--- src/rtl/lx_pkg.sv ---
package lx_pkg;

   localparam int LX_INSN_W = 32;
   localparam int LX_RD_W   = 5;
   localparam int LX_IMM_W  = 5;
   localparam int LX_IDX_W  = LX_IMM_W - 1;

   typedef enum logic [1:0] {
      SZ_BYTE = 2'd0,
      SZ_HALF = 2'd1,
      SZ_WORD = 2'd2,
      SZ_DBL  = 2'd3
   } lx_size_e;

   typedef enum logic [1:0] {
      EXT_ZERO   = 2'd0,
      EXT_SIGN64 = 2'd1,
      EXT_SIGN32 = 2'd2
   } lx_ext_e;

   typedef struct packed {
      logic                hit;
      logic                legal;
      lx_size_e            size;
      logic [LX_IDX_W-1:0] lane_idx;
      lx_ext_e             ext;
      logic                is64;
      logic [LX_RD_W-1:0]  rd;
   } lx_dec_t;

endpackage

--- src/rtl/lx_decode.sv ---
module lx_decode
   import lx_pkg::*;
(
   input  logic [LX_INSN_W-1:0] instr_i,
   output lx_dec_t              dec_o
);

   logic [LX_IMM_W-1:0] imm5;
   logic                is_uns;
   logic                q_bit;
   logic                class_hit;
   logic                size_ok;
   logic                combo_ok;
   lx_size_e            size;
   lx_ext_e             ext;
   logic [LX_IDX_W-1:0] idx;
   logic                unused_rn;

   assign imm5      = instr_i[20:16];
   assign is_uns    = instr_i[12];
   assign q_bit     = instr_i[30];
   assign unused_rn = ^instr_i[9:5];

   assign class_hit = (instr_i[31] == 1'b0)
                   && (instr_i[29:21] == 9'b001110000)
                   && ((instr_i[15:10] & 6'b111011) == 6'b001011);

   assign size_ok = |imm5[3:0];

   always_comb begin
      if (imm5[0]) begin
         size = SZ_BYTE;
         idx  = imm5[4:1];
      end else if (imm5[1]) begin
         size = SZ_HALF;
         idx  = {1'b0, imm5[4:2]};
      end else if (imm5[2]) begin
         size = SZ_WORD;
         idx  = {2'b00, imm5[4:3]};
      end else begin
         size = SZ_DBL;
         idx  = {3'b000, imm5[4]};
      end
   end

   always_comb begin
      combo_ok = 1'b0;
      ext      = EXT_ZERO;
      if (is_uns) begin
         if (!q_bit && size != SZ_DBL) begin
            combo_ok = 1'b1;
         end else if (q_bit && size == SZ_DBL) begin
            combo_ok = 1'b1;
         end
      end else begin
         if (q_bit && size != SZ_DBL) begin
            combo_ok = 1'b1;
            ext      = EXT_SIGN64;
         end else if (!q_bit && (size == SZ_BYTE || size == SZ_HALF)) begin
            combo_ok = 1'b1;
            ext      = EXT_SIGN32;
         end
      end
   end

   assign dec_o.hit      = class_hit;
   assign dec_o.legal    = class_hit & size_ok & combo_ok;
   assign dec_o.size     = size;
   assign dec_o.lane_idx = idx;
   assign dec_o.ext      = ext;
   assign dec_o.is64     = q_bit;
   assign dec_o.rd       = instr_i[LX_RD_W-1:0];

endmodule

--- src/rtl/lx_lane_mux.sv ---
module lx_lane_mux
   import lx_pkg::*;
#(
   parameter int VEC_W = 128,
   parameter int GPR_W = 64
) (
   input  logic [VEC_W-1:0]    vec_i,
   input  lx_size_e            size_i,
   input  logic [LX_IDX_W-1:0] idx_i,
   output logic [GPR_W-1:0]    lane_o
);

   localparam int N_SIZES = 4;

   logic [GPR_W-1:0] cand [N_SIZES];

   for (genvar s = 0; s < N_SIZES; s++) begin : g_size
      localparam int LW = 8 << s;
      localparam int NL = VEC_W / LW;
      localparam int IW = $clog2(NL);
      logic [LW-1:0] lanes [NL];
      for (genvar k = 0; k < NL; k++) begin : g_lane
         assign lanes[k] = vec_i[k*LW +: LW];
      end
      assign cand[s] = GPR_W'(lanes[idx_i[IW-1:0]]);
   end

   assign lane_o = cand[size_i];

endmodule

--- src/rtl/lx_extend.sv ---
module lx_extend
   import lx_pkg::*;
#(
   parameter int GPR_W = 64
) (
   input  logic [GPR_W-1:0] lane_i,
   input  lx_size_e         size_i,
   input  lx_ext_e          ext_i,
   output logic [GPR_W-1:0] result_o
);

   localparam int HALF_W  = GPR_W / 2;
   localparam int N_SIZES = 4;

   logic [GPR_W-1:0] sx [N_SIZES];
   logic [GPR_W-1:0] sx_sel;

   for (genvar s = 0; s < N_SIZES; s++) begin : g_sx
      localparam int LW = 8 << s;
      assign sx[s] = GPR_W'($signed(lane_i[LW-1:0]));
   end

   assign sx_sel = sx[size_i];

   always_comb begin
      unique case (ext_i)
         EXT_SIGN64: result_o = sx_sel;
         EXT_SIGN32: result_o = {{HALF_W{1'b0}}, sx_sel[HALF_W-1:0]};
         default:    result_o = lane_i;
      endcase
   end

endmodule

--- src/rtl/lane_extract_unit.sv ---
module lane_extract_unit
   import lx_pkg::*;
#(
   parameter int VEC_W = 128,
   parameter int GPR_W = 64
) (
   input  logic                 clk,
   input  logic                 rst_n,
   input  logic                 in_valid,
   input  logic [LX_INSN_W-1:0] instr,
   input  logic [VEC_W-1:0]     vec_src,
   output logic                 out_wen,
   output logic                 out_undef,
   output logic [GPR_W-1:0]     out_result,
   output logic [LX_RD_W-1:0]   out_rd,
   output logic                 out_is64
);

   if (VEC_W != 128) begin : g_bad_vec
      $error("lane_extract_unit: VEC_W must be 128 to match the 5-bit size field");
   end
   if (GPR_W != 64) begin : g_bad_gpr
      $error("lane_extract_unit: GPR_W must be 64 to hold a doubleword element");
   end

   lx_dec_t          dec;
   logic [GPR_W-1:0] lane;
   logic [GPR_W-1:0] ext_res;
   logic             do_write;

   lx_decode u_dec (
      .instr_i (instr),
      .dec_o   (dec)
   );

   lx_lane_mux #(
      .VEC_W (VEC_W),
      .GPR_W (GPR_W)
   ) u_mux (
      .vec_i  (vec_src),
      .size_i (dec.size),
      .idx_i  (dec.lane_idx),
      .lane_o (lane)
   );

   lx_extend #(
      .GPR_W (GPR_W)
   ) u_ext (
      .lane_i   (lane),
      .size_i   (dec.size),
      .ext_i    (dec.ext),
      .result_o (ext_res)
   );

   assign do_write = in_valid & dec.legal;

   always_ff @(posedge clk or negedge rst_n) begin
      if (!rst_n) begin
         out_wen    <= 1'b0;
         out_undef  <= 1'b0;
         out_result <= '0;
         out_rd     <= '0;
         out_is64   <= 1'b0;
      end else begin
         out_wen    <= do_write;
         out_undef  <= in_valid & ~dec.legal;
         out_result <= do_write ? ext_res : '0;
         if (in_valid) begin
            out_rd   <= dec.rd;
            out_is64 <= dec.is64;
         end
      end
   end

endmodule

--- config.mk ---
export PLATFORM = sky130hd
export DESIGN_NAME = lane_extract_unit
export DESIGN_NICKNAME = d
export VERILOG_FILES = /design/src/rtl/lx_pkg.sv /design/src/rtl/lx_decode.sv /design/src/rtl/lx_lane_mux.sv /design/src/rtl/lx_extend.sv /design/src/rtl/lane_extract_unit.sv
export SDC_FILE = /design/constraint.sdc
export NUM_CORES = 1
export LEC_CHECK = 0
export BUFFER_PORTS_ARGS = -buffer_cell sky130_fd_sc_hd__clkbuf_2
export CAP_MARGIN = 20
export CORE_UTILIZATION = 47
export DETAILED_ROUTE_END_ITERATION = 8
export MAX_ROUTING_LAYER = met4
export PLACE_DENSITY = 0.8
export SLEW_MARGIN = 30
export SYNTH_ARGS = -nofsm -noshare
export SYNTH_HDL_FRONTEND = slang
export SYNTH_SLANG_ARGS = --single-unit
--- constraint.sdc ---
create_clock -name clk -period 0.8 [get_ports clk]
set_input_delay 0.08 -clock clk [delete_from_list [all_inputs] [get_ports clk]]
set_output_delay 0.08 -clock clk [all_outputs]
set_load 0.03 [all_outputs]
==> results_dict.tcl, run 1 <==
set metrics [dict create \
    status "did not finish" \
    flow.stopped_at "5_1_grt" \
    error "[ERROR GRT-0116] Global routing finished with congestion. Check the congestion regions in the DRC Viewer." \
    syn_area_um2 6880 \
    syn_nets 1023 \
    fp-row-count 43 \
    synth_edf_count 0 \
    routabilityCongestion 1.08 \
    htree_levels 3 \
    hpwl_um 28700 \
    cts.sinks 72 \
    yosys_most_used_dff "dfrtp_1" \
    yosys_warnings 0 \
    grt_pass1_wl_um 84200 \
    synth-simple-area-share 0.178 \
    synth_compound_area_frac 0.347 \
    synthAdderAreaFrac 0.00546 \
    synthCells 857 \
    grt_usage 0.778 \
    ys_seq_area_frac 0.262 \
    pin_count 235 \
    grt_pass1_vias 13480 \
    dieHeight_um 123 \
    grt_max_degree 39 \
    dp_cells 1489 \
    synthMuxAreaShare 0.140 \
    synthArstFlopShare 1.00 \
    root_buffer "clkbuf_16" \
    clock_path_buffers 2 \
    dpl_cell_area_um2 10600 \
    syn_area_per_cell_um2 8.02 \
    synth_top_family_by_area "compound AO/OA/AOI/OAI gates" \
    port_buffers 229 \
    chipWidth_um 123 \
    synthDistinctLibCells 74 \
    cts_buffers 9 \
    synth_seq_cells 72 \
    grt_overflow 70 \
    yosys.area_share.xor_xnor 0.00127 \
    initial_utilization 0.488 \
]
[repair_timing]
action                                  4_1_cts
hold buffers                                  6
cloned                                        5
endpoints found under the hold margin        77
gates resized for setup                     345
pin swaps                                    53
endpoints found under the setup margin      138
setup buffers                                54
[through the flow]
stage	worst slack, ns	TNS, ns
4_1_cts	-1.19	-82.79
3_5_place_dp	-1.93	-110.38
3_3_place_gp	-1.86	-108.27
2_1_floorplan	-1.73	-101.15
[cells in the mapped netlist (8+ instances only)]
cell type,number,area share
dfrtp_1,72,0.26
mux2i_1,40,0.058
mux2_2,8,0.013
and3_1,11,0.010
nand2_1,122,0.067
a21oi_1,78,0.057
a221oi_1,8,0.010
a31oi_1,15,0.014
inv_1,14,0.0076
o31ai_1,14,0.015
nor2_1,54,0.029
a211oi_1,25,0.027
o22ai_1,47,0.043
o21ai_0,63,0.046
nor3_1,13,0.0095
o211ai_1,10,0.011
a2111oi_0,11,0.014
o21ai_1,9,0.0066
clkbuf_1,36,0.020
nor2b_1,8,0.0073
mux4_2,21,0.069
o221ai_1,8,0.010
nand3_1,19,0.014
buf_2,34,0.025
[metal layers]
layer	overflow	global-route usage
met1	0	0.768
met2	39	0.942
met3	3	0.581
met4	28	0.769
met5	-	-
[logic make-up after synthesis]
family          count (synthesis)
buf+inv                        98
compound gates                347
flops                          72
mux                            69
fa+ha+maj                       3
simple gates                  267
xor+xnor                        1
==> run 2, diff against run 1 <==
--- a/config.mk
+++ b/config.mk
@@ -7,10 +7,9 @@
 export LEC_CHECK = 0
 export BUFFER_PORTS_ARGS = -buffer_cell sky130_fd_sc_hd__clkbuf_2
 export CAP_MARGIN = 20
-export CORE_UTILIZATION = 47
+export CORE_UTILIZATION = 40
 export DETAILED_ROUTE_END_ITERATION = 8
-export MAX_ROUTING_LAYER = met4
-export PLACE_DENSITY = 0.8
+export PLACE_DENSITY_LB_ADDON = 0.15
 export SLEW_MARGIN = 30
 export SYNTH_ARGS = -nofsm -noshare
 export SYNTH_HDL_FRONTEND = slang
==> constraint.sdc (replaced) <==
create_clock -name clk -period 1 [get_ports clk]
set_input_delay 0.1 -clock clk [delete_from_list [all_inputs] [get_ports clk]]
set_output_delay 0.1 -clock clk [all_outputs]
set_load 0.03 [all_outputs]
==> results_dict.tcl, run 2 <==
set metrics [dict create \
    rr_endpoint "out_rd[0]$_DFFE_PN0P_" \
    top_regs "out_result (64), out_rd (5)" \
    initial_utilization 0.412 \
    yosys_warnings 0 \
    crit_path_top_delay_cell "o21ai_4" \
    status "finished, violations left" \
    syn_area_per_cell_um2 8.02 \
    worstPathArrival_ns 2.32 \
    grt_pass1_wl_um 58400 \
    synthCells 857 \
    hp-class "input pin to register" \
    synth_seq_cells 72 \
    slew_viol_final 0 \
    slowest_delay_ns 0.31 \
    hold_viol 0 \
    r2r-start "out_rd[0]$_DFFE_PN0P_" \
    synth_top_area_frac 0.262 \
    dieHeight_um 133 \
    holdPathEnd "out_undef$_DFF_PN0_" \
    synthArstFlopShare 1.00 \
    crit_type "input pin to register" \
    critPathMaxFanout 8 \
    synthDistinctLibCells 74 \
    drive_above_1_share 0.572 \
    ant_nets 0 \
    holdPathStages 3 \
    detail_route.wl_per_cell_um 25.5 \
    setup_violations 84 \
    tritoncts "yes" \
    cts.clk_slew.worst_paths_ns 0.07 \
    p_leak_nw 6.14 \
    regToRegSetupSlack_ns 0.10 \
    syn_area_um2 6880 \
    clock_path_buffers 2 \
    synth_edf_count 0 \
    tightest_slew_ns 0.480 \
    power.density_nw_per_um2 974 \
    wl_um 41200 \
    cp-end-kind "register" \
    final_common_cell "buf_4" \
    synth_top_area_cell "dfrtp_1" \
    cp-start-kind "input pin" \
    syn_nets 1023 \
    port_buffers 229 \
    cp_top_family "compound AO/OA/AOI/OAI gates" \
    hp-start "in_valid" \
    fin_crit_sh 2.11 \
    largest_reg_flops 64 \
    peakVddDrop_uv 898 \
    layout.cells.non_filler 1620 \
    drc_errors 0 \
    dp_cells 1538 \
    yosysMostFrequentCell "nand2_1" \
    ys_top_cells_by_area "dfrtp_1, mux4_2, nand2_1" \
    violations "negative setup slack" \
    pre_cts_ws_ns -1.66 \
    antenna_found_initial 1 \
    ys_seq_area_frac 0.262 \
    fin_nets 1561 \
    fmax_ghz 0.474 \
    clock_latency_ns 0.35 \
    hpwl_um 27700 \
    fin_ws_ns -1.11 \
    pin_count 235 \
    coreArea_um2 16700 \
    root_buffer "clkbuf_16" \
    rsz0062_at_grt "yes" \
    yosys_most_used_dff "dfrtp_1" \
    vias 10489 \
    grt_usage 0.437 \
    chipWidth_um 133 \
    die-area_um2 17700 \
    cp_num_buf_inv 5 \
    fin_skew_ns 0 \
    cts_buffers 9 \
    crit_chain "clkbuf_16 > or2_4 > buf_4 > o221a_4 > buf_6 > o31ai_4 > a32oi_2 > buf_4 > o21ai_4 > clkbuf_16 > o22ai_1" \
    n_antenna_cell 0 \
    slew_headroom 0.672 \
    grt_pass1_vias 10085 \
    rr_worst_depth 2 \
    cts.sinks 72 \
    max-cap-violations 0 \
    top_register "out_result" \
    areaGrowthSynthToFinish_pct 91.1 \
    grt_max_degree 32 \
    grt_overflow 0 \
    dr.pass1.iters 6 \
    htree_levels 3 \
    fp-row-count 47 \
    period_needed_ns 2.11 \
    synthTopCellsByCount "nand2_1, a21oi_1, dfrtp_1, o21ai_0, nor2_1" \
    final_cell_mix "buf_4, clkbuf_2, nand2_1" \
    routabilityCongestion 0.964 \
    cp.required_ns 1.22 \
    drt_iter0_markers 1367 \
    vias_per_cell 6.47 \
]
[run 2: metal layers]
layer  wire length (um)  global-route usage
met1              15000               0.554
met4               2740               0.249
met3               5000              0.0887
met2              18500               0.693
met5                 14                   0
[run 2: worst max-delay path by stage]
stage / startpoint / endpoint / slack, ns / cells past startpoint
after CTS: instr[16] / out_result[21]$_DFF_PN0_ / -1.09 / 14
after detailed placement: instr[17] / out_result[23]$_DFF_PN0_ / -1.66 / 10
final: instr[17] / out_result[39]$_DFF_PN0_ / -1.11 / 11
after floorplan: instr[18] / out_result[24]$_DFF_PN0_ / -1.55 / 18
after global routing: instr[19] / out_result[39]$_DFF_PN0_ / -1.13 / 12
after global placement: instr[17] / out_result[23]$_DFF_PN0_ / -1.58 / 10
[run 2: kinds of logic after synthesis]
kind of cell / count (synthesis) / synth area share
AOI/OAI and AO/OA: 347 / 0.347
adders and majority gates: 3 / 0.00546
muxes: 69 / 0.140
buffers and inverters: 98 / 0.0657
xor gates and xnor gates: 1 / 0.00127
DFF: 72 / 0.262
and+or+nand+nor: 267 / 0.178
[run 2: repair_timing]
| action | CTS | global route |
|---|---|---|
| endpoints found under the setup margin | 101 | 127 |
| cloned | 8 | 8 |
| hold buffers | 6 | 0 |
| pin swaps | 33 | 48 |
| endpoints found under the hold margin | 77 | 0 |
| gates resized for setup | 160 | 204 |
| setup buffers | 22 | 29 |
[run 2: worst reg2reg max path, cell delays in order (launching register included)]
cell and delay, ns:
dfrtp_1 0.40, buf_4 0.14, mux2_2 0.25
[run 2: metrics by stage]
| step | power (mW) | setup TNS [ns] | instance area [um^2] | hold WS, ns | utilization |
|---|---|---|---|---|---|
| after floorplan | 5.17 | -88.99 | 7200 | -0.196 | - |
| after global placement | 7.64 | -97.03 | 10700 | 0.0152 | 0.643 |
| after detailed placement | 7.66 | -99.66 | 10700 | 0.0141 | 0.643 |
| after CTS | 11.9 | -65.24 | 12200 | 0.0508 | 0.732 |
| after global routing | 13.1 | -69.05 | 13100 | 0.0814 | 0.787 |
| final | 12.8 | -65.80 | 13100 | 0.0659 | 0.787 |
[run 2: final cells by class]
| class | count | area (um^2) |
|---|---|---|
| tap | 220 | 275 |
| inverter | 18 | 77.6 |
| sequential | 72 | 1800 |
| fill | 1172 | 3560 |
| multi-input combinational | 691 | 5620 |
| timing repair buffer | 603 | 5030 |
| clock inverter | 7 | 104 |
| clock buffer | 9 | 225 |
[run 2: power by group]
part	switching (mW)	leakage (nW)	total, mW	internal (mW)
logic	3.15	4.99	6.04	2.90
registers	0.0266	0.990	2.96	2.94
clock network	1.57	0.154	3.79	2.22
Note: power is estimated with default switching activity, not from simulation.
